[src/rtl/dot_scan_pkg.sv]
package dot_scan_pkg;

  localparam int LEVEL_W = 3;
  localparam int UNIT_W  = 4;

  // duty units per row slot for each level code; code 7 blanks
  function automatic logic [UNIT_W-1:0] level_units(input logic [LEVEL_W-1:0] code);
    logic [UNIT_W-1:0] u;
    case (code)
      3'd0:    u = 4'd15;
      3'd1:    u = 4'd12;
      3'd2:    u = 4'd8;
      3'd3:    u = 4'd6;
      3'd4:    u = 4'd4;
      3'd5:    u = 4'd3;
      3'd6:    u = 4'd2;
      default: u = 4'd0;
    endcase
    return u;
  endfunction

endpackage

[src/rtl/dot_scan_timer.sv]
module dot_scan_timer #(
  parameter int SLOT_CLKS    = 32,
  parameter int NUM_ROWS     = 7,
  parameter int FLASH_FRAMES = 128,
  localparam int SW = $clog2(SLOT_CLKS),
  localparam int RW = $clog2(NUM_ROWS),
  localparam int FW = $clog2(FLASH_FRAMES)
) (
  input  logic          clk_i,
  input  logic          rst_ni,
  output logic [SW-1:0] slot_o,
  output logic [RW-1:0] row_o,
  output logic [FW-1:0] frame_o,
  output logic          frame_end_o
);

  logic [SW-1:0] slot_q;
  logic [RW-1:0] row_q;
  logic [FW-1:0] frame_q;
  logic          slot_last, row_last, frame_last;

  assign slot_last   = (slot_q == SW'(SLOT_CLKS - 1));
  assign row_last    = (row_q == RW'(NUM_ROWS - 1));
  assign frame_last  = (frame_q == FW'(FLASH_FRAMES - 1));
  assign frame_end_o = slot_last && row_last;

  always_ff @(posedge clk_i or negedge rst_ni) begin
    if (!rst_ni) begin
      slot_q  <= '0;
      row_q   <= '0;
      frame_q <= '0;
    end else begin
      slot_q <= slot_last ? '0 : slot_q + 1'b1;
      if (slot_last) row_q <= row_last ? '0 : row_q + 1'b1;
      if (frame_end_o) frame_q <= frame_last ? '0 : frame_q + 1'b1;
    end
  end

  assign slot_o  = slot_q;
  assign row_o   = row_q;
  assign frame_o = frame_q;

endmodule

[src/rtl/dot_scan_latch.sv]
module dot_scan_latch #(
  parameter int NUM_CHARS = 8
) (
  input  logic                 clk_i,
  input  logic                 rst_ni,
  input  logic                 load_i,
  input  logic [2:0]           level_i,
  input  logic                 flash_en_i,
  input  logic                 blink_en_i,
  input  logic [NUM_CHARS-1:0] mask_i,
  output logic [2:0]           level_o,
  output logic                 flash_en_o,
  output logic                 blink_en_o,
  output logic [NUM_CHARS-1:0] mask_o
);

  always_ff @(posedge clk_i or negedge rst_ni) begin
    if (!rst_ni) begin
      level_o    <= 3'b111;
      flash_en_o <= 1'b0;
      blink_en_o <= 1'b0;
      mask_o     <= '0;
    end else if (load_i) begin
      level_o    <= level_i;
      flash_en_o <= flash_en_i;
      blink_en_o <= blink_en_i;
      mask_o     <= mask_i;
    end
  end

endmodule

[src/rtl/dot_scan_duty.sv]
module dot_scan_duty
  import dot_scan_pkg::*;
#(
  parameter int SLOT_CLKS = 32,
  localparam int SW = $clog2(SLOT_CLKS),
  localparam int CLKS_PER_UNIT = SLOT_CLKS / 16
) (
  input  logic [SW-1:0]      slot_i,
  input  logic [LEVEL_W-1:0] level_i,
  output logic               on_o
);

  logic [SW:0] limit;

  always_comb begin
    limit = (SW+1)'(level_units(level_i)) * (SW+1)'(CLKS_PER_UNIT);
    on_o  = ({1'b0, slot_i} < limit);
  end

endmodule

[src/rtl/dot_scan_pixels.sv]
module dot_scan_pixels #(
  parameter int NUM_CHARS    = 8,
  parameter int NUM_ROWS     = 7,
  parameter int NUM_COLS     = 5,
  parameter int FLASH_FRAMES = 128,
  localparam int RW = $clog2(NUM_ROWS),
  localparam int FW = $clog2(FLASH_FRAMES),
  localparam int CW = NUM_CHARS * NUM_COLS
) (
  input  logic                 clk_i,
  input  logic                 rst_ni,
  input  logic                 on_i,
  input  logic [RW-1:0]        row_i,
  input  logic [FW-1:0]        frame_i,
  input  logic                 flash_en_i,
  input  logic                 blink_en_i,
  input  logic [NUM_CHARS-1:0] mask_i,
  input  logic [CW-1:0]        glyph_i,
  output logic [NUM_ROWS-1:0]  row_sel_o,
  output logic [CW-1:0]        col_en_o
);

  logic                dark;
  logic [NUM_ROWS-1:0] row_d;
  logic [CW-1:0]       col_d;

  // dark half of the flash period
  assign dark = (frame_i >= FW'(FLASH_FRAMES / 2));

  for (genvar r = 0; r < NUM_ROWS; r++) begin : g_row
    assign row_d[r] = on_i && (row_i == RW'(r));
  end

  for (genvar c = 0; c < NUM_CHARS; c++) begin : g_char
    logic hide;
    // blink wins over flash
    assign hide = blink_en_i ? dark : (flash_en_i && mask_i[c] && dark);
    assign col_d[c*NUM_COLS +: NUM_COLS] =
      (on_i && !hide) ? glyph_i[c*NUM_COLS +: NUM_COLS] : '0;
  end

  always_ff @(posedge clk_i or negedge rst_ni) begin
    if (!rst_ni) begin
      row_sel_o <= '0;
      col_en_o  <= '0;
    end else begin
      row_sel_o <= row_d;
      col_en_o  <= col_d;
    end
  end

endmodule

[src/rtl/dot_scan_top.sv]
module dot_scan_top #(
  parameter int NUM_CHARS    = 8,
  parameter int NUM_ROWS     = 7,
  parameter int NUM_COLS     = 5,
  parameter int SLOT_CLKS    = 32,
  parameter int FLASH_FRAMES = 128
) (
  input  logic                              clk_i,
  input  logic                              rst_ni,
  input  logic [2:0]                        level_i,
  input  logic                              flash_en_i,
  input  logic                              blink_en_i,
  input  logic [NUM_CHARS-1:0]              flash_mask_i,
  output logic [$clog2(NUM_ROWS)-1:0]       glyph_row_o,
  input  logic [NUM_CHARS*NUM_COLS-1:0]     glyph_data_i,
  output logic [NUM_ROWS-1:0]               row_sel_o,
  output logic [NUM_CHARS*NUM_COLS-1:0]     col_en_o
);

  localparam int SW = $clog2(SLOT_CLKS);
  localparam int RW = $clog2(NUM_ROWS);
  localparam int FW = $clog2(FLASH_FRAMES);

  logic [SW-1:0]        slot_q;
  logic [RW-1:0]        row_q;
  logic [FW-1:0]        frame_q;
  logic                 frame_end;
  logic [2:0]           level_q;
  logic                 flash_q, blink_q;
  logic [NUM_CHARS-1:0] mask_q;
  logic                 duty_on;

  dot_scan_timer #(
    .SLOT_CLKS   (SLOT_CLKS),
    .NUM_ROWS    (NUM_ROWS),
    .FLASH_FRAMES(FLASH_FRAMES)
  ) timer_i (
    .clk_i      (clk_i),
    .rst_ni     (rst_ni),
    .slot_o     (slot_q),
    .row_o      (row_q),
    .frame_o    (frame_q),
    .frame_end_o(frame_end)
  );

  dot_scan_latch #(.NUM_CHARS(NUM_CHARS)) latch_i (
    .clk_i     (clk_i),
    .rst_ni    (rst_ni),
    .load_i    (frame_end),
    .level_i   (level_i),
    .flash_en_i(flash_en_i),
    .blink_en_i(blink_en_i),
    .mask_i    (flash_mask_i),
    .level_o   (level_q),
    .flash_en_o(flash_q),
    .blink_en_o(blink_q),
    .mask_o    (mask_q)
  );

  dot_scan_duty #(.SLOT_CLKS(SLOT_CLKS)) duty_i (
    .slot_i (slot_q),
    .level_i(level_q),
    .on_o   (duty_on)
  );

  dot_scan_pixels #(
    .NUM_CHARS   (NUM_CHARS),
    .NUM_ROWS    (NUM_ROWS),
    .NUM_COLS    (NUM_COLS),
    .FLASH_FRAMES(FLASH_FRAMES)
  ) pixels_i (
    .clk_i     (clk_i),
    .rst_ni    (rst_ni),
    .on_i      (duty_on),
    .row_i     (row_q),
    .frame_i   (frame_q),
    .flash_en_i(flash_q),
    .blink_en_i(blink_q),
    .mask_i    (mask_q),
    .glyph_i   (glyph_data_i),
    .row_sel_o (row_sel_o),
    .col_en_o  (col_en_o)
  );

  assign glyph_row_o = row_q;

endmodule

[config.mk]
export PLATFORM = sky130hd
export DESIGN_NAME = dot_scan_top
export DESIGN_NICKNAME = d
export VERILOG_FILES = /design/src/rtl/dot_scan_pkg.sv /design/src/rtl/dot_scan_timer.sv /design/src/rtl/dot_scan_latch.sv /design/src/rtl/dot_scan_duty.sv /design/src/rtl/dot_scan_pixels.sv /design/src/rtl/dot_scan_top.sv
export SDC_FILE = /design/constraint.sdc
export NUM_CORES = 1
export LEC_CHECK = 0
export BUFFER_PORTS_ARGS = -buffer_cell sky130_fd_sc_hd__buf_2
export CORE_MARGIN = 1.5
export CORE_UTILIZATION = 45
export DETAILED_ROUTE_END_ITERATION = 16
export GPL_ROUTABILITY_DRIVEN = 0
export PLACE_DENSITY = 0.78
export SLEW_MARGIN = 15
export SYNTH_ARGS = -nofsm -noshare
export SYNTH_HDL_FRONTEND = slang
export SYNTH_SLANG_ARGS = --single-unit
export TNS_END_PERCENT = 20
[constraint.sdc]
create_clock -name clk_i -period 2.24 [get_ports clk_i]
set_input_delay 0 -clock clk_i [delete_from_list [all_inputs] [get_ports clk_i]]
set_output_delay 0 -clock clk_i [all_outputs]
set_load 0.05 [all_outputs]
# Yosys cells after proc, flatten, opt, wreduce, memory -nomap -nowiden
# Index checks and enable logic that the tools add are counted.
# W data, S select, Z words.
# totals
regBits	75
out_inout_bits	50
wordCells	90
# op_classes
add_sub_neg	3
n_lt_le_gt_ge	2
n_eq_ne	14
mux	20
n_reduce_logical	42
# ops
operator	n
$mux W5	9
$logic_and A1 B1 Y1	32
$pmux W4 S7	1
$eq A3 B3 Y1 const B	6
$eq A3 B2 Y1 const B	4
$logic_not A1 Y1	8
$mux W1	8
$add A7 B1 Y7 const B	1
$eq A7 B7 Y1 const B	1
$ge A7 B7 Y1 const B	1
$mux W7	1
$eq A3 B1 Y1 const B	2
$logic_not A3 Y1	2
$add A5 B1 Y5 const B	1
$eq A5 B5 Y1 const B	1
$lt A5 B5 Y1	1
$add A3 B1 Y3 const B	1
$mux W3	1

# Depth between registers and ports, before layout
# logic_depth
ltp_word	6
mapped_depth	8
ltp_nobuf	7

# Cells and area by module
# A second synthesis with hierarchy kept.
# hier_totals
cells_unflattened	211
hier_area_um2	3179.3
# by_module_without_submodules
mod	n_inst	cells_per_inst	area_per_inst_um2
dot_scan_pixels	1	112	1836.8
dot_scan_timer	1	61	696.9
dot_scan_latch	1	27	524.3
dot_scan_duty	1	11	121.4

# Worst setup path before layout
# Ideal clock, no wire load.
# synth_timing
path_type	reg2reg
start	register latch_i.level_o[0]
end	register pixels_i.col_en_o[15]
setup_time_ns	0.072
arrival_ns	1.828
required_time_ns	2.168
path_slack_ns	0.340
path_stages_with_launch	7
path_buffers	1
synth_period_minus_slack_ns	1.900
path_cell_list	dfstp_2 -> mux2_2 -> ha_1 -> a21oi_1 -> clkbuf_1 -> nand3_1 -> nor2_1
# synth_via
elab_chain_cells	5
# synth_lines
element	line_no	rtl
from (decl)	dot_scan_latch.sv:11	output logic [2:0] level_o,
from (signal assigned)	dot_scan_latch.sv:24	level_o <= level_i;
$eq A3 B3 Y1 (tied with other cells)	dot_scan_pkg.sv:9	case (code)
$pmux W4 S7 (*)	dot_scan_pkg.sv:9	
$lt A5 B5 Y1 (*)	dot_scan_duty.sv:17	on_o = ({1'b0, slot_i} < limit);
$logic_and A1 B1 Y1 (*)	dot_scan_pixels.sv:39	(on_i && !hide) ? glyph_i[c*NUM_COLS +: NUM_COLS] : '0;
$mux W5 (*)	dot_scan_pixels.sv:39	
net pixels_i.col_d[15]	dot_scan_pixels.sv:25	logic [CW-1:0] col_d;
to (signal assigned)	dot_scan_pixels.sv:48	col_en_o <= col_d;
to (decl)	dot_scan_pixels.sv:20	output logic [CW-1:0] col_en_o
# Mark *: on every way through the listed nets, which the timed path passes. The rest lies on a longest branch.
# A chain may end at the register's enable or synchronous reset.

# Worst setup path in the final report
# layout_timing
start	register latch_i.level_o[0]
end	register pixels_i.row_sel_o[4]
# layout_via
elab_chain_cells	4
# layout_lines
element	line_no	rtl
$eq A3 B3 Y1 (tied with other cells)	dot_scan_pkg.sv:9	
$pmux W4 S7 (*)	dot_scan_pkg.sv:9	
$lt A5 B5 Y1 (*)	dot_scan_duty.sv:17	
$logic_and A1 B1 Y1 (*)	dot_scan_pixels.sv:31	assign row_d[r] = on_i && (row_i == RW'(r));
net pixels_i.row_d[4]	dot_scan_pixels.sv:24	logic [NUM_ROWS-1:0] row_d;
to (signal assigned)	dot_scan_pixels.sv:47	row_sel_o <= row_d;
to (decl)	dot_scan_pixels.sv:19	output logic [NUM_ROWS-1:0] row_sel_o,
# Marked as above.

==> results.cfg <==
[place]
io_buffers = 104
dp_hpwl_um = 4990
dpl.cell_count = 483
detailedPlace.worstSlack_ns = 0.231

[timing]
period_needed_ns = 2.06
fin_ws_ns = 0.184
grt_setup_unrepaired = no
finalCritPeriodShare = 0.918
setup_viol = 0
fin_tns_setup_ns = 0
skew_ns = 0.0137
fmax_mhz = 486
slew-limit-headroom = 0.542
slew_viol_final = 0
hold_viol_final = 0
worst_slew_pin_slew_ns = 0.687

[clock_tree]
tritoncts.num_buffers = 9
insertion_delay_ns = 0.36
cts.sink_count = 75
clock_tree_root_driver_cell = clkbuf_8
tritoncts = yes
path_clk_slew_ns = 0.09
max-clock-path-buffers = 2
h-tree-depth = 3
post_cts_buffers = 0

[synthesis]
synth_mux_area_frac = 0.00363
yosysSeqAreaShare = 0.607
synthesis.instances = 309
seq_cells_post_synth = 75
synth.yosys.warnings = 0
synth_top_family_by_area = simple AND/OR/NAND/NOR gates
netlist.area_leader.share = 0.581
area_fraction_in_compound_gates_after_synthesis = 0.0476
simple_gate_portion_of_the_synthesized_area = 0.247
synthDominantAreaCellType = dfrtp_1
syn_avg_cell_area_um2 = 10.0
asyncSetResetFlopFracSynth = 1.00
synth-xor-area-share = 0.0198
synth_top_cells_by_area = dfrtp_1 58%, nand2_1 7.5%, nand3_1 7.3%
post_synthesis_instance_area_um2 = 3100
dominantRegCellSynth = dfrtp_1
synth_edf_count = 0
net_count_synth = 372
synth_cell_types = 28
post_synth_fa_ha_maj_area_fraction = 0.0323

[flow_run]
timing.max_cap.violations = 0

[critical_path]
cp_slowest_cell = dfstp_2
endpoint_kind = flop
crit_path_max_incr_delay_ns = 0.60
ff2ff_setup_slack_ns = 0.18
worst_r2r_startpoint = latch_i.level_o[0]
critPathRequiredTime_ns = 2.49
crit_fanout = 7
path_delay_family = flip-flops
arrival_ns = 2.30
cp_startpoint_kind = flop
worstReg2RegEnd = pixels_i.row_sel_o[4]
crit_path_cell_trace = xnor2_2 > xnor2_1 > ha_1 > a21boi_1 > o211a_1 > buf_4 > nor4_2
critical_path_class = reg2reg
cp_num_buf_inv = 1
r2r.worst_path.cells = 7

[final_layout]
fraction_of_final_layout_cells_sized_beyond_drive_strength_1 = 0.294
finish.utilization = 0.664
antenna-diode-count = 0
stdcell_count = 553
fill_cells = 474
synth_to_layout_area_growth_pct = 43.9
finish.net_count = 531

[grt]
grt.overflow.total = 0
grt_pass1_vias = 2863
grt_antenna_before_repair = 0
grt_first_pass_wirelength_um = 13600
grt.total_usage = 0.243
grt_max_degree = 41

[floorplanning]
ios = 105
starting_density_of_the_core = 0.461
area_of_the_die_um2 = 7390
core_region_area_um2 = 6720
die_width_um = 86.0
chipHeight_um = 86.0
placement_rows = 30

[power]
power_mw = 2.53
vdd_ir_drop_max_v = 0.000296
power_per_cell_area_nw_per_um2 = 568
power.leakage_nw = 2.34

[drt]
routedWlPerCell_um = 15.4
route.vias.total = 2796
drt_wl_total_um = 8530
drt-pass1-iter-count = 4
route.detailed.vias_per_inst = 5.06
detail_route.drc_violations = 0
detail-route-antenna-nets = 0
dr.first_iter.drc_count = 229

[status]
outcome = finished, final reports clean

[min_path]
min_path_type = in2async
[cells in the mapped netlist, types with 2 or more instances]
cell type	n
dfstp_2	3
and3_1	2
or3_1	3
xor2_1	3
a21oi_1	3
xnor2_1	4
dfrtp_1	72
o21ai_0	8
buf_2	6
buf_6	4
a21o_1	10
nor4_2	4
nand3_1	45
nand2_1	62
clkbuf_1	7
ha_1	8
nor2_1	48
inv_1	6
nor3_1	2
[cells by family after synthesis]
logic type / Yosys count
compound gates: 23
mux: 1
buf+inv: 24
simple gates: 171
fa+ha+maj: 8
xor+xnor: 7
flops: 75
[registers in the layout, indices dropped and copies added (netlist names)]
name / cells
latch_i.blink_en_o: 1
latch_i.flash_en_o: 1
latch_i.level_o: 3
latch_i.mask_o: 8
pixels_i.col_en_o: 40
pixels_i.row_sel_o: 7
timer_i.frame_o: 7
timer_i.row_o: 3
timer_i.slot_o: 5
[layer usage]
layer / share of wire / up-vias / GRT usage
met3: 0.054 / 44 / 0.0452
met1: 0.39 / 1281 / 0.278
met4: 0.055 / 0 / 0.155
met5: 0 / - / 0
li1: - / 1331 / -
met2: 0.50 / 140 / 0.418
[cell usage in the layout, fill, tap and decap left out]
| cell | Yosys | layout |
|---|---|---|
| and3b_1 | 1 | 1 |
| mux2_2 | 1 | 1 |
| o21ai_0 | 8 | 8 |
| bufinv_16 | 0 | 1 |
| nand2_2 | 1 | 1 |
| clkinv_4 | 0 | 1 |
| buf_4 | 1 | 5 |
| ha_1 | 8 | 8 |
| xnor2_2 | 0 | 1 |
| xnor2_1 | 4 | 3 |
| clkbuf_8 | 0 | 9 |
| and2_1 | 1 | 1 |
| clkinv_2 | 0 | 3 |
| nand3_1 | 45 | 45 |
| and4b_1 | 1 | 1 |
| a21oi_4 | 0 | 1 |
| nand4_1 | 1 | 1 |
| buf_2 | 6 | 104 |
| nand2_1 | 62 | 62 |
| dfrtp_1 | 72 | 72 |
| nor2_1 | 48 | 48 |
| a21boi_1 | 1 | 1 |
| buf_12 | 0 | 3 |
| nor3_1 | 2 | 2 |
| or3_1 | 3 | 3 |
| nor4_2 | 4 | 4 |
| a21o_1 | 10 | 10 |
| o211a_1 | 1 | 1 |
| dfstp_2 | 3 | 3 |
| clkinvlp_4 | 0 | 2 |
| dlygate4sd3_1 | 0 | 54 |
| a21oi_1 | 3 | 2 |
| xor2_1 | 3 | 3 |
| inv_1 | 6 | 6 |
| and3_1 | 2 | 2 |
[worst max-delay path by stage]
stage                            start                    end  cells past startpoint
finish              latch_i.level_o[0]  pixels_i.row_sel_o[4]                      7
global route        latch_i.level_o[0]  pixels_i.row_sel_o[4]                      7
CTS                 latch_i.level_o[2]  pixels_i.row_sel_o[4]                      7
detailed placement  latch_i.level_o[0]  pixels_i.row_sel_o[4]                      7
global placement    latch_i.level_o[0]  pixels_i.row_sel_o[1]                      7
floorplan           latch_i.level_o[0]  pixels_i.col_en_o[15]                      6
[power breakdown]
group	total (mW)	internal (mW)	switching, mW
registers	1.35	1.35	0
logic	0.157	0.0998	0.0572
clock network	1.02	0.510	0.512
total	2.53	1.96	0.570
[through the flow]
stage	cell area (µm²)	hold WS (ns)
3_3_place_gp	3720	0.0595
5_1_grt	4460	0.284
2_1_floorplan	3100	-0.296
3_5_place_dp	3720	0.0709
4_1_cts	4450	0.225
6_report	4460	0.217
[what timing repair did]
| action | CTS | global route |
|---|---|---|
| endpoints found under the hold margin | 77 | 0 |
| setup endpoints to repair | 0 | 1 |
| hold buffers | 54 | 0 |
| gates resized for setup | 0 | 1 |
[final cells by class]
class                   count  area, µm²  area share
inverters                   6       22.5     0.00505
clock inverters             7       68.8      0.0154
clock buffers               9        124      0.0278
multi-input cells         210       1110       0.248
repair buffers            166       1160       0.260
well taps                  80        100      0.0224
flip-flops and latches     75       1880       0.422
Power figures use the tool's default switching activity.
